File: src/rtl/sio_cfg_pkg.sv
`timescale 1ns/1ps
// Package sio_cfg_pkg
// Shared constants, key codes and per-slot reset data for the configuration space.
// Assumes that the device slots are numbered 0..NDEV-1 and that each slot's LDN is unique.
package sio_cfg_pkg;

    localparam logic [7:0] KEY_ENTER   = 8'hA5;
    localparam logic [7:0] KEY_EXIT    = 8'hAA;
    localparam logic [7:0] IDX_LDN     = 8'h07;
    localparam logic [7:0] IDX_GLB_LO  = 8'h20;
    localparam logic [7:0] IDX_BANK_LO = 8'h30;
    localparam logic [7:0] RD_IDLE     = 8'hFF;
    localparam int         NDEV        = 7;
    localparam int         GLB_N       = 16;

    // Fixed extra defaults of the keyboard-controller bank
    localparam logic [15:0] KBC_BASE2 = 16'h0064;
    localparam logic [7:0]  KBC_IRQ2  = 8'h0C;
    localparam logic [7:0]  KBC_TYPE2 = 8'h02;
    localparam logic [7:0]  KBC_MODE  = 8'h83;

    typedef enum logic [1:0] {
        KEY_LOCKED,
        KEY_HALF,
        KEY_OPEN
    } key_state_t;

    typedef struct packed {
        logic [7:0]  ldn;
        logic [15:0] base;
        logic [7:0]  irq;
        logic [7:0]  irq_type;
        logic        has_ext;
    } dev_cfg_t;

    // Returns the LDN and reset values of one device slot
    function automatic dev_cfg_t dev_cfg(input int slot);
        dev_cfg_t c;
        case (slot)
            0:       c = '{ldn: 8'h02, base: 16'h03F8, irq: 8'd4,  irq_type: 8'h02, has_ext: 1'b0};
            1:       c = '{ldn: 8'h03, base: 16'h02F8, irq: 8'd3,  irq_type: 8'h02, has_ext: 1'b0};
            2:       c = '{ldn: 8'h05, base: 16'h0060, irq: 8'd1,  irq_type: 8'h02, has_ext: 1'b1};
            3:       c = '{ldn: 8'h07, base: 16'h0000, irq: 8'h0B, irq_type: 8'h01, has_ext: 1'b0};
            4:       c = '{ldn: 8'h0B, base: 16'h03E8, irq: 8'd6,  irq_type: 8'h02, has_ext: 1'b0};
            5:       c = '{ldn: 8'h0C, base: 16'h02E8, irq: 8'd5,  irq_type: 8'h02, has_ext: 1'b0};
            default: c = '{ldn: 8'h0E, base: 16'h08C0, irq: 8'd9,  irq_type: 8'h01, has_ext: 1'b0};
        endcase
        return c;
    endfunction

endpackage

File: src/rtl/sio_key_gate.sv
`timescale 1ns/1ps
// Module sio_key_gate
// Tracks the unlock key sequence on the index port and holds the current index.
// Assumes idx_wr is a single-cycle strobe for each index-port write.
// The index is stored only while the space is open and the byte is not the exit key.
module sio_key_gate
    import sio_cfg_pkg::*;
(
    input  logic       clk,
    input  logic       rst_n,
    input  logic       idx_wr,
    input  logic [7:0] wdata,
    output logic       cfg_open,
    output logic [7:0] cfg_index
);

    key_state_t state_q;

    // Key sequence state machine and index register
    always_ff @(posedge clk) begin
        if (!rst_n) begin
            state_q   <= KEY_LOCKED;
            cfg_index <= 8'h00;
        end else if (idx_wr) begin
            case (state_q)
                KEY_LOCKED: if (wdata == KEY_ENTER) state_q <= KEY_HALF;
                KEY_HALF:   state_q <= (wdata == KEY_ENTER) ? KEY_OPEN : KEY_LOCKED;
                KEY_OPEN: begin
                    if (wdata == KEY_EXIT) state_q <= KEY_LOCKED;
                    else                   cfg_index <= wdata;
                end
                default:    state_q <= KEY_LOCKED;
            endcase
        end
    end

    // Open flag seen by the decode logic
    assign cfg_open = (state_q == KEY_OPEN);

endmodule

File: src/rtl/sio_global_regs.sv
`timescale 1ns/1ps
// Module sio_global_regs
// Holds the LDN select register and the scratch area below index 0x30.
// Scratch entry 0 (index 0x20) is never written, so it reads as zero.
// Assumes wr_en is already qualified by an open space and a data-port write.
module sio_global_regs
    import sio_cfg_pkg::*;
(
    input  logic       clk,
    input  logic       rst_n,
    input  logic       wr_en,
    input  logic [7:0] idx,
    input  logic [7:0] wdata,
    output logic [7:0] ldn,
    output logic [7:0] rd_data,
    output logic       hit
);

    localparam int SLOT_W = $clog2(GLB_N);

    logic [7:0]        scr_q [GLB_N];
    logic              in_scr;
    logic [SLOT_W-1:0] slot;

    assign in_scr = (idx >= IDX_GLB_LO) && (idx < IDX_GLB_LO + 8'(GLB_N));
    assign slot   = idx[SLOT_W-1:0];

    // LDN select register
    always_ff @(posedge clk) begin
        if (!rst_n)                         ldn <= 8'h00;
        else if (wr_en && idx == IDX_LDN)   ldn <= wdata;
    end

    // Scratch registers; slot 0 stays read-only zero
    always_ff @(posedge clk) begin
        if (!rst_n) begin
            for (int i = 0; i < GLB_N; i++) scr_q[i] <= 8'h00;
        end else if (wr_en && in_scr && slot != '0) begin
            scr_q[slot] <= wdata;
        end
    end

    // Read decode of the global area
    always_comb begin
        hit     = 1'b0;
        rd_data = RD_IDLE;
        if (idx == IDX_LDN) begin
            hit     = 1'b1;
            rd_data = ldn;
        end else if (in_scr) begin
            hit     = 1'b1;
            rd_data = scr_q[slot];
        end
    end

endmodule

File: src/rtl/sio_dev_bank.sv
`timescale 1ns/1ps
// Module sio_dev_bank
// Register bank of one logical device, with its reset values taken from slot SLOT.
// Assumes wr_en is high only for open-space data writes at index 0x30 or above
// while the LDN selects this slot. Unimplemented indices clear hit.
module sio_dev_bank
    import sio_cfg_pkg::*;
#(
    parameter int SLOT  = 0,
    parameter int IRQ_W = 4
) (
    input  logic             clk,
    input  logic             rst_n,
    input  logic             wr_en,
    input  logic [7:0]       idx,
    input  logic [7:0]       wdata,
    output logic [7:0]       rd_data,
    output logic             hit,
    output logic             active,
    output logic [15:0]      base,
    output logic [IRQ_W-1:0] irq
);

    localparam dev_cfg_t CFG = dev_cfg(SLOT);

    logic        act_q;
    logic [15:0] base_q, base2_q;
    logic [7:0]  irq_q, type_q, irq2_q, type2_q, mode_q;

    // Index decode and read mux
    always_comb begin
        hit     = 1'b1;
        rd_data = RD_IDLE;
        case (idx)
            8'h30: rd_data = {7'b0, act_q};
            8'h60: rd_data = base_q[15:8];
            8'h61: rd_data = base_q[7:0];
            8'h70: rd_data = irq_q;
            8'h71: rd_data = type_q;
            8'h62: if (CFG.has_ext) rd_data = base2_q[15:8]; else hit = 1'b0;
            8'h63: if (CFG.has_ext) rd_data = base2_q[7:0];  else hit = 1'b0;
            8'h72: if (CFG.has_ext) rd_data = irq2_q;        else hit = 1'b0;
            8'h73: if (CFG.has_ext) rd_data = type2_q;       else hit = 1'b0;
            8'hF0: if (CFG.has_ext) rd_data = mode_q;        else hit = 1'b0;
            default: hit = 1'b0;
        endcase
    end

    // Register update on decoded writes
    always_ff @(posedge clk) begin
        if (!rst_n) begin
            act_q   <= 1'b0;
            base_q  <= CFG.base;
            irq_q   <= CFG.irq;
            type_q  <= CFG.irq_type;
            base2_q <= CFG.has_ext ? KBC_BASE2 : 16'h0000;
            irq2_q  <= CFG.has_ext ? KBC_IRQ2  : 8'h00;
            type2_q <= CFG.has_ext ? KBC_TYPE2 : 8'h00;
            mode_q  <= CFG.has_ext ? KBC_MODE  : 8'h00;
        end else if (wr_en && hit) begin
            case (idx)
                8'h30: act_q         <= wdata[0];
                8'h60: base_q[15:8]  <= wdata;
                8'h61: base_q[7:0]   <= wdata;
                8'h70: irq_q         <= wdata;
                8'h71: type_q        <= wdata;
                8'h62: base2_q[15:8] <= wdata;
                8'h63: base2_q[7:0]  <= wdata;
                8'h72: irq2_q        <= wdata;
                8'h73: type2_q       <= wdata;
                8'hF0: mode_q        <= wdata;
                default: ;
            endcase
        end
    end

    // Resource outputs for downstream decoders
    assign active = act_q;
    assign base   = base_q;
    assign irq    = irq_q[IRQ_W-1:0];

endmodule

File: src/rtl/sio_cfg_space.sv
`timescale 1ns/1ps
// Module sio_cfg_space
// Top of the configuration space: key gate, global registers and one bank per device.
// Assumes one-cycle write strobes. Read data is combinational and valid while bus_rd is high.
module sio_cfg_space
    import sio_cfg_pkg::*;
#(
    parameter int IRQ_W = 4
) (
    input  logic                  clk,
    input  logic                  rst_n,
    input  logic                  bus_addr,
    input  logic                  bus_wr,
    input  logic                  bus_rd,
    input  logic [7:0]            bus_wdata,
    output logic [7:0]            bus_rdata,
    output logic [NDEV-1:0]       dev_active,
    output logic [NDEV*16-1:0]    dev_base,
    output logic [NDEV*IRQ_W-1:0] dev_irq
);

    logic       cfg_open;
    logic [7:0] cfg_index;
    logic [7:0] ldn;
    logic [7:0] glb_rd;
    logic       glb_hit;
    logic       data_wr;
    logic       in_bank;
    logic [NDEV-1:0] bank_sel, bank_hit;
    logic [7:0]      bank_rd [NDEV];

    assign data_wr = bus_wr && bus_addr && cfg_open;
    assign in_bank = (cfg_index >= IDX_BANK_LO);

    sio_key_gate i_gate (
        .clk       (clk),
        .rst_n     (rst_n),
        .idx_wr    (bus_wr && !bus_addr),
        .wdata     (bus_wdata),
        .cfg_open  (cfg_open),
        .cfg_index (cfg_index)
    );

    sio_global_regs i_glb (
        .clk     (clk),
        .rst_n   (rst_n),
        .wr_en   (data_wr && !in_bank),
        .idx     (cfg_index),
        .wdata   (bus_wdata),
        .ldn     (ldn),
        .rd_data (glb_rd),
        .hit     (glb_hit)
    );

    for (genvar g = 0; g < NDEV; g++) begin : g_bank
        localparam dev_cfg_t SCFG = dev_cfg(g);
        assign bank_sel[g] = (ldn == SCFG.ldn);
        sio_dev_bank #(.SLOT(g), .IRQ_W(IRQ_W)) i_bank (
            .clk     (clk),
            .rst_n   (rst_n),
            .wr_en   (data_wr && in_bank && bank_sel[g]),
            .idx     (cfg_index),
            .wdata   (bus_wdata),
            .rd_data (bank_rd[g]),
            .hit     (bank_hit[g]),
            .active  (dev_active[g]),
            .base    (dev_base[g*16 +: 16]),
            .irq     (dev_irq[g*IRQ_W +: IRQ_W])
        );
    end

    // Read data selection across ports, globals and the selected bank
    always_comb begin
        bus_rdata = RD_IDLE;
        if (bus_rd && cfg_open) begin
            if (!bus_addr) begin
                bus_rdata = cfg_index;
            end else if (!in_bank) begin
                if (glb_hit) bus_rdata = glb_rd;
            end else begin
                for (int i = 0; i < NDEV; i++)
                    if (bank_sel[i] && bank_hit[i]) bus_rdata = bank_rd[i];
            end
        end
    end

endmodule

File: config.mk
export PLATFORM = sky130hd
export DESIGN_NAME = sio_cfg_space
export DESIGN_NICKNAME = d
export VERILOG_FILES = /design/src/rtl/sio_cfg_pkg.sv /design/src/rtl/sio_key_gate.sv /design/src/rtl/sio_global_regs.sv /design/src/rtl/sio_dev_bank.sv /design/src/rtl/sio_cfg_space.sv
export SDC_FILE = /design/constraint.sdc
export NUM_CORES = 1
export LEC_CHECK = 0
export BUFFER_PORTS_ARGS = -buffer_cell sky130_fd_sc_hd__buf_2
export CORE_UTILIZATION = 25
export CTS_CLUSTER_SIZE = 20
export DETAILED_ROUTE_END_ITERATION = 12
export PLACE_DENSITY_LB_ADDON = 0.2
export SYNTH_ARGS = -nofsm -noshare
export SYNTH_HDL_FRONTEND = slang
export SYNTH_HIERARCHICAL = 1
export SYNTH_SLANG_ARGS = --single-unit
File: constraint.sdc
create_clock -name clk -period 9.31 [get_ports clk]
set_clock_uncertainty 0.05 [all_clocks]
set_input_delay 0.931 -clock clk [delete_from_list [all_inputs] [get_ports clk]]
set_output_delay 0.931 -clock clk [all_outputs]
set_load 0.1 [all_outputs]
==> flow_metrics.env, run 1 <==
export IMPL_synth_edff_count=128
export IMPL_post_route_util=0.289
export IMPL_grt_antenna_before_repair=3
export IMPL_yosys_area_top_type_share=0.265
export IMPL_synth_top_family_by_area="simple AND/OR/NAND/NOR gates"
export IMPL_start_util=0.252
export IMPL_critPathSlowestCell="buf_4"
export IMPL_clock_root_buffer="clkbuf_16"
export IMPL_grt_remaining_overflow=0
export IMPL_regToRegSetupSlack_ns=4.69
export IMPL_numCtsBuffers=49
export IMPL_p_leak_nw=9.29
export IMPL_start_kind="flop"
export IMPL_drv_slew=0
export IMPL_setup_viol=0
export IMPL_r2r_start="i_gate/cfg_index[4]"
export IMPL_drc=0
export IMPL_synth_avg_cell_area_um2=10.6
export IMPL_clock_sinks=417
export IMPL_yosysTopAreaCell="dfxtp_1"
export IMPL_drtIter0Drc=1197
export IMPL_synth_area_mux_share=0.215
export IMPL_core_mm2=0.0868
export IMPL_fin_nets=2152
export IMPL_dp_hpwl_um=50100
export IMPL_hold_violations=0
export IMPL_grt_pass1_vias=16110
export IMPL_r2r_cells=9
export IMPL_synthTopCellsByCount="326 x mux2i_1, 289 x dfxtp_1, 266 x nand2_1"
export IMPL_synth_warnings=6
export IMPL_hold_class="flop to flop"
export IMPL_syn_cell_area_mm2=0.0219
export IMPL_synthSimpleGateAreaFrac=0.224
export IMPL_wirelength_um=74400
export IMPL_crit_type="flop to output port"
export IMPL_die_h_um=298
export IMPL_cp_max_fo=58
export IMPL_crit_end="bus_rdata[3]"
export IMPL_io_pins=168
export IMPL_viasPerCell=4.85
export IMPL_routedWlPerCell_um=22.3
export IMPL_crit_chain="buf_4 -> nor2b_1 -> o211ai_1 -> inv_1 -> nand4_1 -> nor4_2 -> a221oi_1 -> nor2_1 -> a211o_1 -> buf_2"
export IMPL_ctsResizeCount=0
export IMPL_vias=16163
export IMPL_drive_gt1_frac=0.195
export IMPL_post_cts_buffers=0
export IMPL_place_congestion=0.881
export IMPL_path_clk_slew_ns=0.06
export IMPL_die_area_mm2=0.0886
export IMPL_crit_family="buffers and inverters"
export IMPL_powerDensity_mw_per_mm2=160
export IMPL_synthXorXnorAreaFrac=0
export IMPL_cp_depth=10
export IMPL_first_pass_iters=5
export IMPL_period_share=0.592
export IMPL_grt_max_degree=92
export IMPL_synth_compound_area_share=0.0700
export IMPL_end_kind="output port"
export IMPL_drv_cap=0
export IMPL_crit_start="i_gate/cfg_index[4]"
export IMPL_rsz0062_at_grt="no"
export IMPL_synthToLayoutAreaGrowth_pct=14.6
export IMPL_reg2reg_to="g_bank[3].i_bank/base[12]"
export IMPL_synth_cell_types=81
export IMPL_synth_fa_ha_area_frac=0
export IMPL_place_ws_ns=4.46
export IMPL_fp_row_count=108
export IMPL_cts_htree_levels=2
export IMPL_async_reset_ff_frac=0
export IMPL_required_ns=8.33
export IMPL_yosys_most_used_dff="dfxtp_1"
export IMPL_hold_buffers=0
export IMPL_clkLatencyLatePin_ns=0.60
export IMPL_vdd_drop_max_v=0.000139
export IMPL_yosysMostFrequentCell="mux2i_1"
export IMPL_tns_ns=0
export IMPL_track_usage=0.164
export IMPL_portBuffers=167
export IMPL_synth_area_top_cells="dfxtp_1 26%, edfxtp_1 18%, mux2i_1 15%"
export IMPL_period_needed_ns=5.51
export IMPL_status="finished clean"
export IMPL_maxSlewHeadroom=0.206
export IMPL_synth_seq_area_share=0.440
export IMPL_tightest_slew_ns=1.18
export IMPL_cp_arrival_ns=4.53
export IMPL_grt_pass1_wl_um=111000
export IMPL_cts_tree="built"
export IMPL_cts_max_path_buffers=3
export IMPL_syn_inst=2058
export IMPL_ys_seq_elements=417
export IMPL_ant_nets=0
export IMPL_fmax_ghz=0.181
export IMPL_die_x_um=298
export IMPL_layout_setup_ws_ns=3.80
export IMPL_cpPeakStageDelay_ns=0.84
export IMPL_cp_num_buf_inv=3
[cell usage in the layout (no fill, tap or decap), drive strengths merged, types with 49 or more instances in the layout]
cell type	count
mux2i	326
dfxtp	289
nand2	266
buf	193
nor2b	134
edfxtp	128
and2	125
clkbuf	69
nand3	51
nor2	49
[flip-flops by register name (all words and copies together), names as in the netlist]
signal and count:
g_bank.i_bank/base 112, i_gate/cfg_index 8, g_bank.i_bank/irq_q 56, g_bank.i_bank/type_q 56, g_bank.i_bank/irq2_q 8, i_glb/ldn 8, g_bank.i_bank/active 7, i_glb/scr_q 128
g_bank.i_bank/type2_q 8, g_bank.i_bank/base2_q 16, i_gate/state_q 2, g_bank.i_bank/mode_q 8
[tightest hold or removal path: stages (launching register included)]
cell and delay (ns):
dfxtp_1 0.30, nand2_1 0.05, mux2i_1 0.05
[routing by layer]
metal	routed length [um]	global-route usage
met1	35300	0.229
met2	35000	0.269
met3	2870	0.0228
met5	0	0
met4	1230	0.0339
[how the worst min path moves through the flow]
stage                                    start                         end  slack [ns]  depth (start not counted)
floorplan            g_bank[4].i_bank/irq_q[7]   g_bank[4].i_bank/irq_q[7]        0.38                          2
global placement    g_bank[6].i_bank/type_q[1]  g_bank[6].i_bank/type_q[1]        0.39                          2
detailed placement   g_bank[1].i_bank/irq_q[4]   g_bank[1].i_bank/irq_q[4]        0.40                          2
CTS                  g_bank[1].i_bank/irq_q[7]   g_bank[1].i_bank/irq_q[7]        0.41                          2
global route         g_bank[1].i_bank/irq_q[7]   g_bank[1].i_bank/irq_q[7]        0.42                          2
finish              g_bank[3].i_bank/type_q[5]  g_bank[3].i_bank/type_q[5]        0.40                          2
[kinds of logic (layout without fill, tap and decap cells)]
logic type             after synthesis  after routing
AO/OA/AOI/OAI                      210            210
buffers and inverters              201            315
flip-flops                         417            417
multiplexers                       406            406
other                                1              9
AND/OR/NAND/NOR                    823            823
[final cells by class]
cell class,instances,area (um^2)
fill,9112,61700
clock inverter,22,166
inverter,31,116
tap,1155,1450
sequential,417,9650
clock buffer,69,1480
multi-input combinational,1447,11200
timing repair buffer,193,1040
antenna,1,2.50
[power by group]
part	internal (mW)	switching (mW)
registers	1.90	0.00906
logic	0.0360	0.0999
clock network	1.16	0.803
total	3.09	0.912
[stage by stage]
stage / power, mW / cell area (um^2) / instances / hold WS [ns]
2_1_floorplan: 2.02 / 21900 / 2065 / 0.381
3_3_place_gp: 2.08 / 23400 / 3243 / 0.390
3_5_place_dp: 2.08 / 23400 / 3243 / 0.396
4_1_cts: 4.06 / 25100 / 3334 / 0.408
5_1_grt: 4.15 / 25100 / 3335 / 0.419
6_report: 4.00 / 25100 / 3335 / 0.404
No activity file was read; power rests on OpenSTA's default activity.
==> run 2: changes to the inputs <==
==> constraint.sdc (replaced) <==
create_clock -name clk -period 4.7 [get_ports clk]
set_clock_uncertainty 0.05 [all_clocks]
set_input_delay 0.47 -clock clk [delete_from_list [all_inputs] [get_ports clk]]
set_output_delay 0.47 -clock clk [all_outputs]
set_load 0.1 [all_outputs]
==> run 2 against run 1 <==
  * Worst setup slack got worse by 3.6 ns
  * Hold slack got worse by 0.25 ns
  * Clock power increased by 120%
  * Power increased by 110%
  * Global-route usage decreased by 0.12 points
  * Combinational power increased by 99%
  * Sequential power increased by 98%
  * Clock-buffer cell count decreased by 1
==> flow_metrics.env, run 2 (synthesis gave the netlist of run 1 again) <==
export IMPL_post_route_util=0.294
export IMPL_wl_met3_um=3780
export IMPL_top_layer_used="met4"
export IMPL_met2WireLength_um=34700
export IMPL_wirelength_um=74100
export IMPL_hold_class="primary input to flop"
export IMPL_drc=0
export IMPL_place_congestion=0.867
export IMPL_vias=16307
export IMPL_drv_cap=0
export IMPL_reg2reg_to="g_bank[5].i_bank/irq_q[2]"
export IMPL_fmax_ghz=0.224
export IMPL_dp_hpwl_um=50900
export IMPL_start_util=0.252
export IMPL_vdd_drop_max_v=0.000235
export IMPL_fin_area_mm2=0.0255
export IMPL_cp_max_fo=31
export IMPL_fin_cells=3367
export IMPL_whs_ns=0.155
export IMPL_viasPerCell=4.84
export IMPL_end_kind="output port"
export IMPL_grt_max_degree=165
export IMPL_grt_pass1_vias=16076
export IMPL_clock_sinks=417
export IMPL_synthToLayoutAreaGrowth_pct=16.7
export IMPL_seqPwrFrac=0.454
export IMPL_grt_antenna_before_repair=1
export IMPL_period_needed_ns=4.47
export IMPL_place_ws_ns=0.622
export IMPL_r2r_cells=7
export IMPL_io_pins=168
export IMPL_hold_buffers=0
export IMPL_cts_tree="built"
export IMPL_p_sw_frac=0.223
export IMPL_start_kind="flop"
export IMPL_dpl_cell_count=3267
export IMPL_status="finished clean"
export IMPL_rsz0062_at_grt="no"
export IMPL_placed_cell_area_mm2=0.0236
export IMPL_numCtsBuffers=51
export IMPL_setup_viol=0
export IMPL_tns_ns=0
export IMPL_first_pass_iters=7
export IMPL_path_clk_slew_ns=0.07
export IMPL_track_usage=0.163
export IMPL_drv_slew=0
export IMPL_hold_depth=2
export IMPL_largest_reg_flops=128
export IMPL_regToRegSetupSlack_ns=0.89
export IMPL_core_mm2=0.0868
export IMPL_layout_commonest_cell="mux2i_1"
export IMPL_grt_remaining_overflow=0
export IMPL_cts_htree_levels=2
export IMPL_clkPwrFrac=0.513
export IMPL_drive_gt1_frac=0.208
export IMPL_hp_start="rst_n"
export IMPL_intPower_mw=6.46
export IMPL_fin_nets=2182
export IMPL_crit_type="flop to output port"
export IMPL_routedWlPerCell_um=22.0
export IMPL_fp_row_count=108
export IMPL_hold_violations=0
export IMPL_period_share=0.950
export IMPL_p_sw_mw=1.86
export IMPL_hold_end="g_bank[2].i_bank/irq2_q[3]"
export IMPL_layout_setup_ws_ns=0.235
export IMPL_cp_arrival_ns=3.95
export IMPL_maxSlewHeadroom=0.358
export IMPL_layout_common_cells="326 x mux2i_1, 282 x dfxtp_1, 266 x nand2_1"
export IMPL_p_leak_nw=9.54
export IMPL_clock_root_buffer="clkbuf_16"
export IMPL_wl_met1_um=34300
export IMPL_die_x_um=298
export IMPL_p_total_mw=8.32
export IMPL_grt_pass1_wl_um=110000
export IMPL_required_ns=4.18
export IMPL_r2r_start="i_glb/ldn[5]"
export IMPL_drtIter0Drc=1290
export IMPL_die_area_mm2=0.0886
export IMPL_tightest_slew_ns=0.963
export IMPL_top_register="i_glb/scr_q"
export IMPL_portBuffers=167
export IMPL_powerDensity_mw_per_mm2=326
export IMPL_cts_max_path_buffers=3
export IMPL_ant_nets=0
export IMPL_die_h_um=298
export IMPL_clkLatencyLatePin_ns=0.60
export IMPL_combPwrFrac=0.032
-- run 2: changes by cell type in the layout (fill, tap and decap cells not counted), sizes merged --
cell	delta
buf	+28
bufinv	+6
clkinv	-2
inv	+2
clkbuf	-1
clkinvlp	-1
-- run 2: layout make-up --
class	count	area, um^2
timing repair buffer	221	1310
sequential	417	9650
antenna	1	2.50
inverter	31	116
tap	1155	1450
multi-input combinational	1447	11200
clock buffer	68	1460
clock inverter	27	364
fill	8922	61200
-- run 2: worst max-delay path by stage --
stage / to / from / slack (ns) / depth (start not counted)
2_1_floorplan: bus_rdata[2] / i_gate/cfg_index[2] / 0.52 / 10
3_3_place_gp: bus_rdata[0] / i_gate/cfg_index[3] / 0.68 / 8
3_5_place_dp: bus_rdata[0] / i_gate/cfg_index[3] / 0.62 / 8
4_1_cts: bus_rdata[2] / i_gate/cfg_index[0] / 0.1 / 10
5_1_grt: bus_rdata[5] / i_gate/cfg_index[1] / 0.05 / 8
6_report: bus_rdata[1] / i_gate/cfg_index[1] / 0.23 / 9
-- run 2: worst max-delay path, stage by stage (launching register included) --
cell and delay, ns:
dfxtp_4 0.78, buf_4 0.31, mux4_2 0.51, mux2i_1 0.30
a221oi_1 0.16, nand2b_1 0.20, a221oi_1 0.28, nor2_1 0.12
a211o_1 0.35, buf_2 0.32
-- run 2: repair_timing --
action / in CTS / in global routing
setup endpoints to repair: 2 / 8
setup buffers: 3 / 1
cloned: 0 / 0
gates resized for setup: 0 / 2
pin swaps: 1 / 0
-- run 2: power by group through the flow --
stage / registers [mW] / clock network [mW] / logic [mW]
global route: 3.78 / 4.53 / 0.291
CTS: 3.78 / 4.40 / 0.276
finish: 3.78 / 4.27 / 0.270
detailed placement: 3.86 / 0 / 0.275
floorplan: 3.85 / 0 / 0.155
global placement: 3.86 / 0 / 0.272
-- run 2: metal layers --
layer,GRT usage,up-vias
met4,0.0376,0
met3,0.0250,90
met5,0,-
li1,-,7656
met2,0.265,456
met1,0.226,8105
